`src/rtl/lat_cal_pkg.sv`:
```
package lat_cal_pkg;

    localparam int PHY_AW   = 8;
    localparam int PHY_BW   = PHY_AW + 2;
    localparam int MAC_AW   = 12;
    localparam int REG_W    = 16;
    localparam int LAT_W    = 32;
    localparam int NUM_RD   = 8;
    localparam int RD_IW    = $clog2(NUM_RD);
    localparam int NUM_WR   = 4;
    localparam int WR_IW    = $clog2(NUM_WR);

    localparam logic [PHY_BW-1:0] BYTE_STATUS  = 10'h05C;
    localparam logic [PHY_BW-1:0] BYTE_DL_BASE = 10'h060;

    localparam logic [MAC_AW-1:0] MAC_TX_INT  = 12'hD60;
    localparam logic [MAC_AW-1:0] MAC_TX_FRAC = 12'hD64;
    localparam logic [MAC_AW-1:0] MAC_RX_INT  = 12'hD58;
    localparam logic [MAC_AW-1:0] MAC_RX_FRAC = 12'hD5C;

    typedef enum logic [1:0] {S_IDLE, S_POLL, S_READ, S_WRITE} seq_state_t;

    typedef struct packed {
        logic [LAT_W-1:0] count;
        logic [LAT_W-1:0] pcs;
    } path_meas_t;

    function automatic logic [PHY_AW-1:0] byte_to_word(input logic [PHY_BW-1:0] b);
        return b[PHY_BW-1:2];
    endfunction

    function automatic logic [LAT_W-1:0] int_word(input logic [LAT_W-1:0] lat);
        return {16'h0000, lat[31:16]};
    endfunction

    function automatic logic [LAT_W-1:0] frac_word(input logic [LAT_W-1:0] lat);
        return {16'h0000, lat[15:8], 8'h00};
    endfunction

endpackage

```
`src/rtl/lat_cal_math.sv`:
```
module lat_cal_math
    import lat_cal_pkg::*;
#(
    parameter int SCALE_W = 8
) (
    input  path_meas_t         meas,
    input  logic [SCALE_W-1:0] scale,
    input  logic [LAT_W-1:0]   pma,
    output logic [LAT_W-1:0]   lat
);
    localparam int PROD_W = LAT_W + SCALE_W;

    logic [PROD_W-1:0] prod;
    logic [15:0]       ns_sum;

    always_comb begin
        prod   = {{SCALE_W{1'b0}}, meas.count} * {{LAT_W{1'b0}}, scale};
        ns_sum = prod[15:0] + meas.pcs[15:0];
        lat    = {ns_sum, 16'h0000} + pma;
    end
endmodule

```
`src/rtl/lat_cal_fsm.sv`:
```
module lat_cal_fsm
    import lat_cal_pkg::*;
#(
    parameter int SPD_W = 2
) (
    input  logic                 clk,
    input  logic                 rst,
    input  logic                 start,
    input  logic                 speed_chg,
    input  logic [SPD_W-1:0]     speed,
    input  logic [15:0]          poll_limit,
    input  logic [LAT_W-1:0]     tx_lat,
    input  logic [LAT_W-1:0]     rx_lat,
    output logic                 phy_rd_en,
    output logic [PHY_AW-1:0]    phy_addr,
    input  logic [REG_W-1:0]     phy_rdata,
    input  logic                 phy_ack,
    output logic                 mac_wr_en,
    output logic [MAC_AW-1:0]    mac_addr,
    output logic [LAT_W-1:0]     mac_wdata,
    input  logic                 mac_ack,
    output logic                 busy,
    output logic                 done,
    output logic                 error,
    output logic [SPD_W-1:0]     speed_q,
    output path_meas_t           tx_meas,
    output path_meas_t           rx_meas
);
    seq_state_t                       state;
    logic                             pend;
    logic [15:0]                      poll_cnt;
    logic [RD_IW-1:0]                 rd_idx;
    logic [WR_IW-1:0]                 wr_idx;
    logic [NUM_RD-1:0][REG_W-1:0]     words;

    always_ff @(posedge clk) begin
        if (rst) begin
            state    <= S_IDLE;
            pend     <= 1'b0;
            done     <= 1'b0;
            error    <= 1'b0;
            poll_cnt <= '0;
            rd_idx   <= '0;
            wr_idx   <= '0;
            words    <= '0;
            speed_q  <= '0;
        end else begin
            if (speed_chg && state != S_IDLE)
                pend <= 1'b1;
            unique case (state)
                S_IDLE: begin
                    if (start || speed_chg || pend) begin
                        state    <= S_POLL;
                        pend     <= 1'b0;
                        done     <= 1'b0;
                        error    <= 1'b0;
                        poll_cnt <= '0;
                        speed_q  <= speed;
                    end
                end
                S_POLL: begin
                    if (phy_ack) begin
                        if (phy_rdata[1:0] == 2'b11) begin
                            state  <= S_READ;
                            rd_idx <= '0;
                        end else if ({1'b0, poll_cnt} + 17'd1 >= {1'b0, poll_limit}) begin
                            state <= S_IDLE;
                            error <= 1'b1;
                        end else begin
                            poll_cnt <= poll_cnt + 16'd1;
                        end
                    end
                end
                S_READ: begin
                    if (phy_ack) begin
                        words[rd_idx] <= phy_rdata;
                        if (rd_idx == RD_IW'(NUM_RD - 1)) begin
                            state  <= S_WRITE;
                            wr_idx <= '0;
                        end else begin
                            rd_idx <= rd_idx + 1'b1;
                        end
                    end
                end
                S_WRITE: begin
                    if (mac_ack) begin
                        if (wr_idx == WR_IW'(NUM_WR - 1)) begin
                            state <= S_IDLE;
                            done  <= 1'b1;
                        end else begin
                            wr_idx <= wr_idx + 1'b1;
                        end
                    end
                end
                default: state <= S_IDLE;
            endcase
        end
    end

    always_comb begin
        busy      = (state != S_IDLE);
        phy_rd_en = (state == S_POLL) || (state == S_READ);
        mac_wr_en = (state == S_WRITE);
        if (state == S_POLL)
            phy_addr = byte_to_word(BYTE_STATUS);
        else
            phy_addr = byte_to_word(BYTE_DL_BASE + {{(PHY_BW-RD_IW-2){1'b0}}, rd_idx, 2'b00});
        tx_meas.count = {words[1], words[0]};
        rx_meas.count = {words[3], words[2]};
        tx_meas.pcs   = {words[5], words[4]};
        rx_meas.pcs   = {words[7], words[6]};
        unique case (wr_idx)
            2'd0:    begin mac_addr = MAC_TX_INT;  mac_wdata = int_word(tx_lat);  end
            2'd1:    begin mac_addr = MAC_TX_FRAC; mac_wdata = frac_word(tx_lat); end
            2'd2:    begin mac_addr = MAC_RX_INT;  mac_wdata = int_word(rx_lat);  end
            default: begin mac_addr = MAC_RX_FRAC; mac_wdata = frac_word(rx_lat); end
        endcase
    end
endmodule

```
`src/rtl/lat_cal_seq.sv`:
```
module lat_cal_seq
    import lat_cal_pkg::*;
#(
    parameter int NUM_SPEEDS = 4,
    parameter int SCALE_W    = 8,
    parameter logic [NUM_SPEEDS-1:0][SCALE_W-1:0] SPEED_SCALE = {8'd1, 8'd2, 8'd4, 8'd8}
) (
    input  logic                         clk,
    input  logic                         rst,
    input  logic                         start,
    input  logic                         speed_chg,
    input  logic [$clog2(NUM_SPEEDS)-1:0] speed,
    input  logic [15:0]                  poll_limit,
    input  logic [LAT_W-1:0]             tx_pma,
    input  logic [LAT_W-1:0]             rx_pma,
    output logic                         phy_rd_en,
    output logic [PHY_AW-1:0]            phy_addr,
    input  logic [REG_W-1:0]             phy_rdata,
    input  logic                         phy_ack,
    output logic                         mac_wr_en,
    output logic [MAC_AW-1:0]            mac_addr,
    output logic [LAT_W-1:0]             mac_wdata,
    input  logic                         mac_ack,
    output logic                         busy,
    output logic                         done,
    output logic                         error
);
    localparam int SPD_W = $clog2(NUM_SPEEDS);

    logic [SPD_W-1:0]   speed_q;
    path_meas_t         meas [2];
    logic [LAT_W-1:0]   pma  [2];
    logic [LAT_W-1:0]   lat  [2];
    logic [SCALE_W-1:0] scale;

    assign scale  = SPEED_SCALE[speed_q];
    assign pma[0] = tx_pma;
    assign pma[1] = rx_pma;

    lat_cal_fsm #(.SPD_W(SPD_W)) u_fsm (
        .clk        (clk),
        .rst        (rst),
        .start      (start),
        .speed_chg  (speed_chg),
        .speed      (speed),
        .poll_limit (poll_limit),
        .tx_lat     (lat[0]),
        .rx_lat     (lat[1]),
        .phy_rd_en  (phy_rd_en),
        .phy_addr   (phy_addr),
        .phy_rdata  (phy_rdata),
        .phy_ack    (phy_ack),
        .mac_wr_en  (mac_wr_en),
        .mac_addr   (mac_addr),
        .mac_wdata  (mac_wdata),
        .mac_ack    (mac_ack),
        .busy       (busy),
        .done       (done),
        .error      (error),
        .speed_q    (speed_q),
        .tx_meas    (meas[0]),
        .rx_meas    (meas[1])
    );

    for (genvar p = 0; p < 2; p++) begin : g_path
        lat_cal_math #(.SCALE_W(SCALE_W)) u_math (
            .meas  (meas[p]),
            .scale (scale),
            .pma   (pma[p]),
            .lat   (lat[p])
        );
    end
endmodule

```
`config.mk`:
```
export PLATFORM = sky130hd
export DESIGN_NAME = lat_cal_seq
export DESIGN_NICKNAME = d
export VERILOG_FILES = /design/src/rtl/lat_cal_pkg.sv /design/src/rtl/lat_cal_math.sv /design/src/rtl/lat_cal_fsm.sv /design/src/rtl/lat_cal_seq.sv
export SDC_FILE = /design/constraint.sdc
export NUM_CORES = 1
export LEC_CHECK = 0
export ABC_CLOCK_PERIOD_IN_PS = 7800
export CORE_UTILIZATION = 41
export CTS_CLUSTER_SIZE = 8
export DETAILED_ROUTE_END_ITERATION = 10
export DONT_BUFFER_PORTS = 1
export PLACE_DENSITY = 0.59
export SYNTH_ARGS = -nofsm -noshare
export SYNTH_HDL_FRONTEND = slang
export SYNTH_SLANG_ARGS = --single-unit
export TNS_END_PERCENT = 30
```
`constraint.sdc`:
```
create_clock -name clk -period 7.8 [get_ports clk]
set_input_delay 2.34 -clock clk [delete_from_list [all_inputs] [get_ports clk]]
set_output_delay 2.34 -clock clk [all_outputs]
set_load 0.05 [all_outputs]
```
==> results.md <==
- Failing checks: design-rule violations, negative setup slack
- Drt initial violations: 413
- Core Util, Final: 48.9%
- Setup Skew: 0.00861 ns
- Setup ws final: -0.688 ns
- Worst rel slew slack: 19.3%
- RSZ-0062 raised after global routing: yes
- FFs w/ async S/R, synth: 0%
- Critical path's slowest cell: fa_1
- Power share of the combinational group: 30.0%
- Crit path time final: 8.49 ns
- Hold-fix buffers, CTS: 0
- Fin. Hold Viols: 0
- Final period util: 109%
- Wire length per cell: 14.7 microns
- Switching Fraction: 35.9%
- CTS H-tree depth: 3
- Fill cell count: 2584
- Total global routing overflow: 0
- Worst-skew pair later-pin latency: 0.35 ns
- Num rows: 59
- Pins Over Slew Limit: 0
- Largest net degree at the start of global routing: 86
- CTS Root Cell: clkbuf_16
- Worst Tran Pin Value: 1.21 ns
- Endpoint type of the worst setup path: primary output
- Status: finished with violations
- Vias in the first global route: 8983
- CTS Sinks: 92
- NetSw: 0.459 mW
- Area share of the largest cell type after synthesis: 16.8%
- TritonCTS clock tree: built
- Synth Warn #: 0
- Max Root-Sink Buffers: 2
- Synth-to-Final Area Change: 16.3%
- Reg2reg end: u_fsm.poll_cnt[7]
- Final setup fails: 8
- P_leak: 6.51 nW
- Worst r2r path cells: 14
- Slowest stage delay, CP: 0.50 ns
- Synth Area per Inst: 8.05 sq um
- Global-route usage over all layers: 20.0%
- Post-DR vias/cell: 5.02
- Most used DFF post-synth: dfxtp_1
- CP Launch Type: register
- Io pins: 161
- Hold Path Class: register to register
- PwrDens: 100 mW/mm^2
- First-pass GRT wire length: 44500 microns
- Via count: 9048
- Max Clk Rate: 0.118 GHz
- Cell type with the highest aggregate area in the netlist: dfxtp_1
- Share of layout cells above drive strength 1: 15.4%
- Port Buf Inserts: 0
- Initial Util: 42.0%
- Worst-path maximum fanout: 5
- Die ar.: 0.0274 sq mm
- Sequential share of power: 38.0%
- Chip height: 166 microns
- Core box area: 0.0261 sq mm
- Sequential share of the synthesized area: 16.8%
- Die width: 166 microns
- Final hold slack: 0.458 ns
- Worst reg2reg setup slack: 3.55 ns
- Cell Int Power: 0.820 mW
- Routability cong.: 0.875
- Max capacitance violation total: 0
- Drt total wl: 26500 microns
- Worst IR drop on VDD: 0.111 mV
- Dpl hpwl: 21800 microns
- Synth area leaders: dfxtp_1, ha_1, fa_1
- Hold endpoint: u_fsm.tx_meas[47]
- Ant diodes: 0
- Clock transition at path regs: 0.06 ns
- DRC errors left: 36
- Post-synthesis register bit count: 92
- Setup CP Type: register to primary output
- CP Data Arrival Time: 6.15 ns
- Clk pwr share: 32.0%
- Post-DRT Antenna Nets: 0
- Mapped Area: 0.0110 sq mm
- Initial antenna violation count: 0
- Layout Nets: 1787
- Worst hold path startpoint: u_fsm.tx_meas[47]
- Mapped Cells: 1363
- Netlist cell types: 69
- Hold path cells: 2
- Required @ worst endpoint: 5.46 ns
- First-pass detailed-route iteration total: 8
- CTS Buf Count: 9
- R2R Path Start: u_fsm.poll_cnt[2]
- Post-synth EDFFs: 0
[cell type report]
cell class	count	area [sq um]	share of cell area, %
clock inverter	5	35.0	0.274
inverter	237	890	6.97
clock buffer	11	233	1.82
tap	335	419	3.28
sequential	92	1850	14.5
timing repair buffer	135	1110	8.69
multi-input combinational	989	8230	64.5
[critical path: cells and delay by family (launching register included)]
| family | cells | cell delay (ns) |
|---|---|---|
| flip-flops | 1 | 0.36 |
| multiplexers | 1 | 0.22 |
| AND/OR/NAND/NOR | 3 | 0.35 |
| buffers and inverters | 6 | 0.62 |
| XOR/XNOR | 2 | 0.32 |
| AO/OA/AOI/OAI | 8 | 1.56 |
| adder cells (fa/ha/maj) | 6 | 2.35 |
[Yosys cell counts, drive strengths merged (22+ instances only)]
cell type,instances
a21oi,91
xor2,25
nand2,149
nor2,84
clkbuf,36
buf,36
ha,141
o21ai,25
fa,78
xnor2,43
dfxtp,92
a21o,22
and2,56
mux2i,35
inv,237
[power by group through the flow]
stage               logic (mW)  clock network [mW]  registers (mW)
detailed placement       0.368                   0           0.496
floorplan                0.288                   0           0.494
CTS                      0.377               0.418           0.487
finish                   0.384               0.409           0.486
global route             0.412               0.438           0.488
global placement         0.367                   0           0.496
[how the worst max path moves through the flow]
stage               depth (start not counted)             start       endpoint
floorplan                                  26  u_fsm.speed_q[0]  mac_wdata[15]
global route                               29  u_fsm.speed_q[1]  mac_wdata[15]
finish                                     26  u_fsm.speed_q[1]  mac_wdata[15]
CTS                                        29  u_fsm.speed_q[1]  mac_wdata[15]
detailed placement                         29  u_fsm.speed_q[1]  mac_wdata[15]
global placement                           29  u_fsm.speed_q[1]  mac_wdata[15]
[cells by family after synthesis]
kind of cell	count (synthesis)	synth area share (%)
AO/OA/AOI/OAI	228	13.8
XOR/XNOR	68	5.43
adder cells (fa/ha/maj)	219	30.3
buffers and inverters	309	11.8
flip-flops	92	16.8
multiplexers	38	3.70
other	2	0.0684
AND/OR/NAND/NOR	407	18.1
[state kept, by name, summed over array words and instances, names as in the netlist, named ones only]
signal and cells:
u_fsm.done 1, u_fsm.error 1, u_fsm.pend 1, u_fsm.poll_cnt 16, u_fsm.rd_idx 3, u_fsm.rx_meas 32
u_fsm.speed_q 2, u_fsm.state 1, u_fsm.tx_meas 32, u_fsm.wr_idx 2
[per-stage QoR]
step / area [sq um] / setup WS [ns] / TNS (ns) / total power, mW / std cells
4_1_cts: 12700 / -0.647 / -3.76 / 1.28 / 1799
3_3_place_gp: 12200 / -0.392 / -1.57 / 0.863 / 1778
5_1_grt: 12800 / -1.04 / -6.67 / 1.34 / 1804
6_report: 12800 / -0.688 / -3.86 / 1.28 / 1804
2_1_floorplan: 11200 / -0.276 / -0.955 / 0.782 / 1389
3_5_place_dp: 12200 / -0.513 / -2.01 / 0.864 / 1778
[per-layer routing]
metal  up-vias  part of all wire [%]  track usage (%)
met4         0                   3.1             7.64
li1       4624                     -                -
met1      4183                    46             25.7
met3        35                   6.1             3.94
met2       206                    45             33.0
met5         -                     0                0
[placed cells by master (no fill, tap or decap), types with 11 or more instances in the layout]
cell type    n
a21o_1      22
a21oi_1     78
a21oi_2     13
and2_1      55
and3_1      12
buf_4      124
conb_1      28
dfxtp_1     90
fa_1        78
ha_1       139
inv_1      234
mux2i_1     35
nand2_1    144
nand2b_1    11
nand3_1     13
nand4_1     12
nor2_1      81
nor3_1      20
o21ai_0     18
xnor2_1     42
xor2_1      24
[repair_timing]
action / in CTS / in global routing
pin swaps: 19 / 16
endpoints found under the setup margin: 9 / 10
cloned: 2 / 0
buffers inserted: 3 / 5
gates resized for setup: 26 / 20
Note: power is estimated with default switching activity, not from simulation.
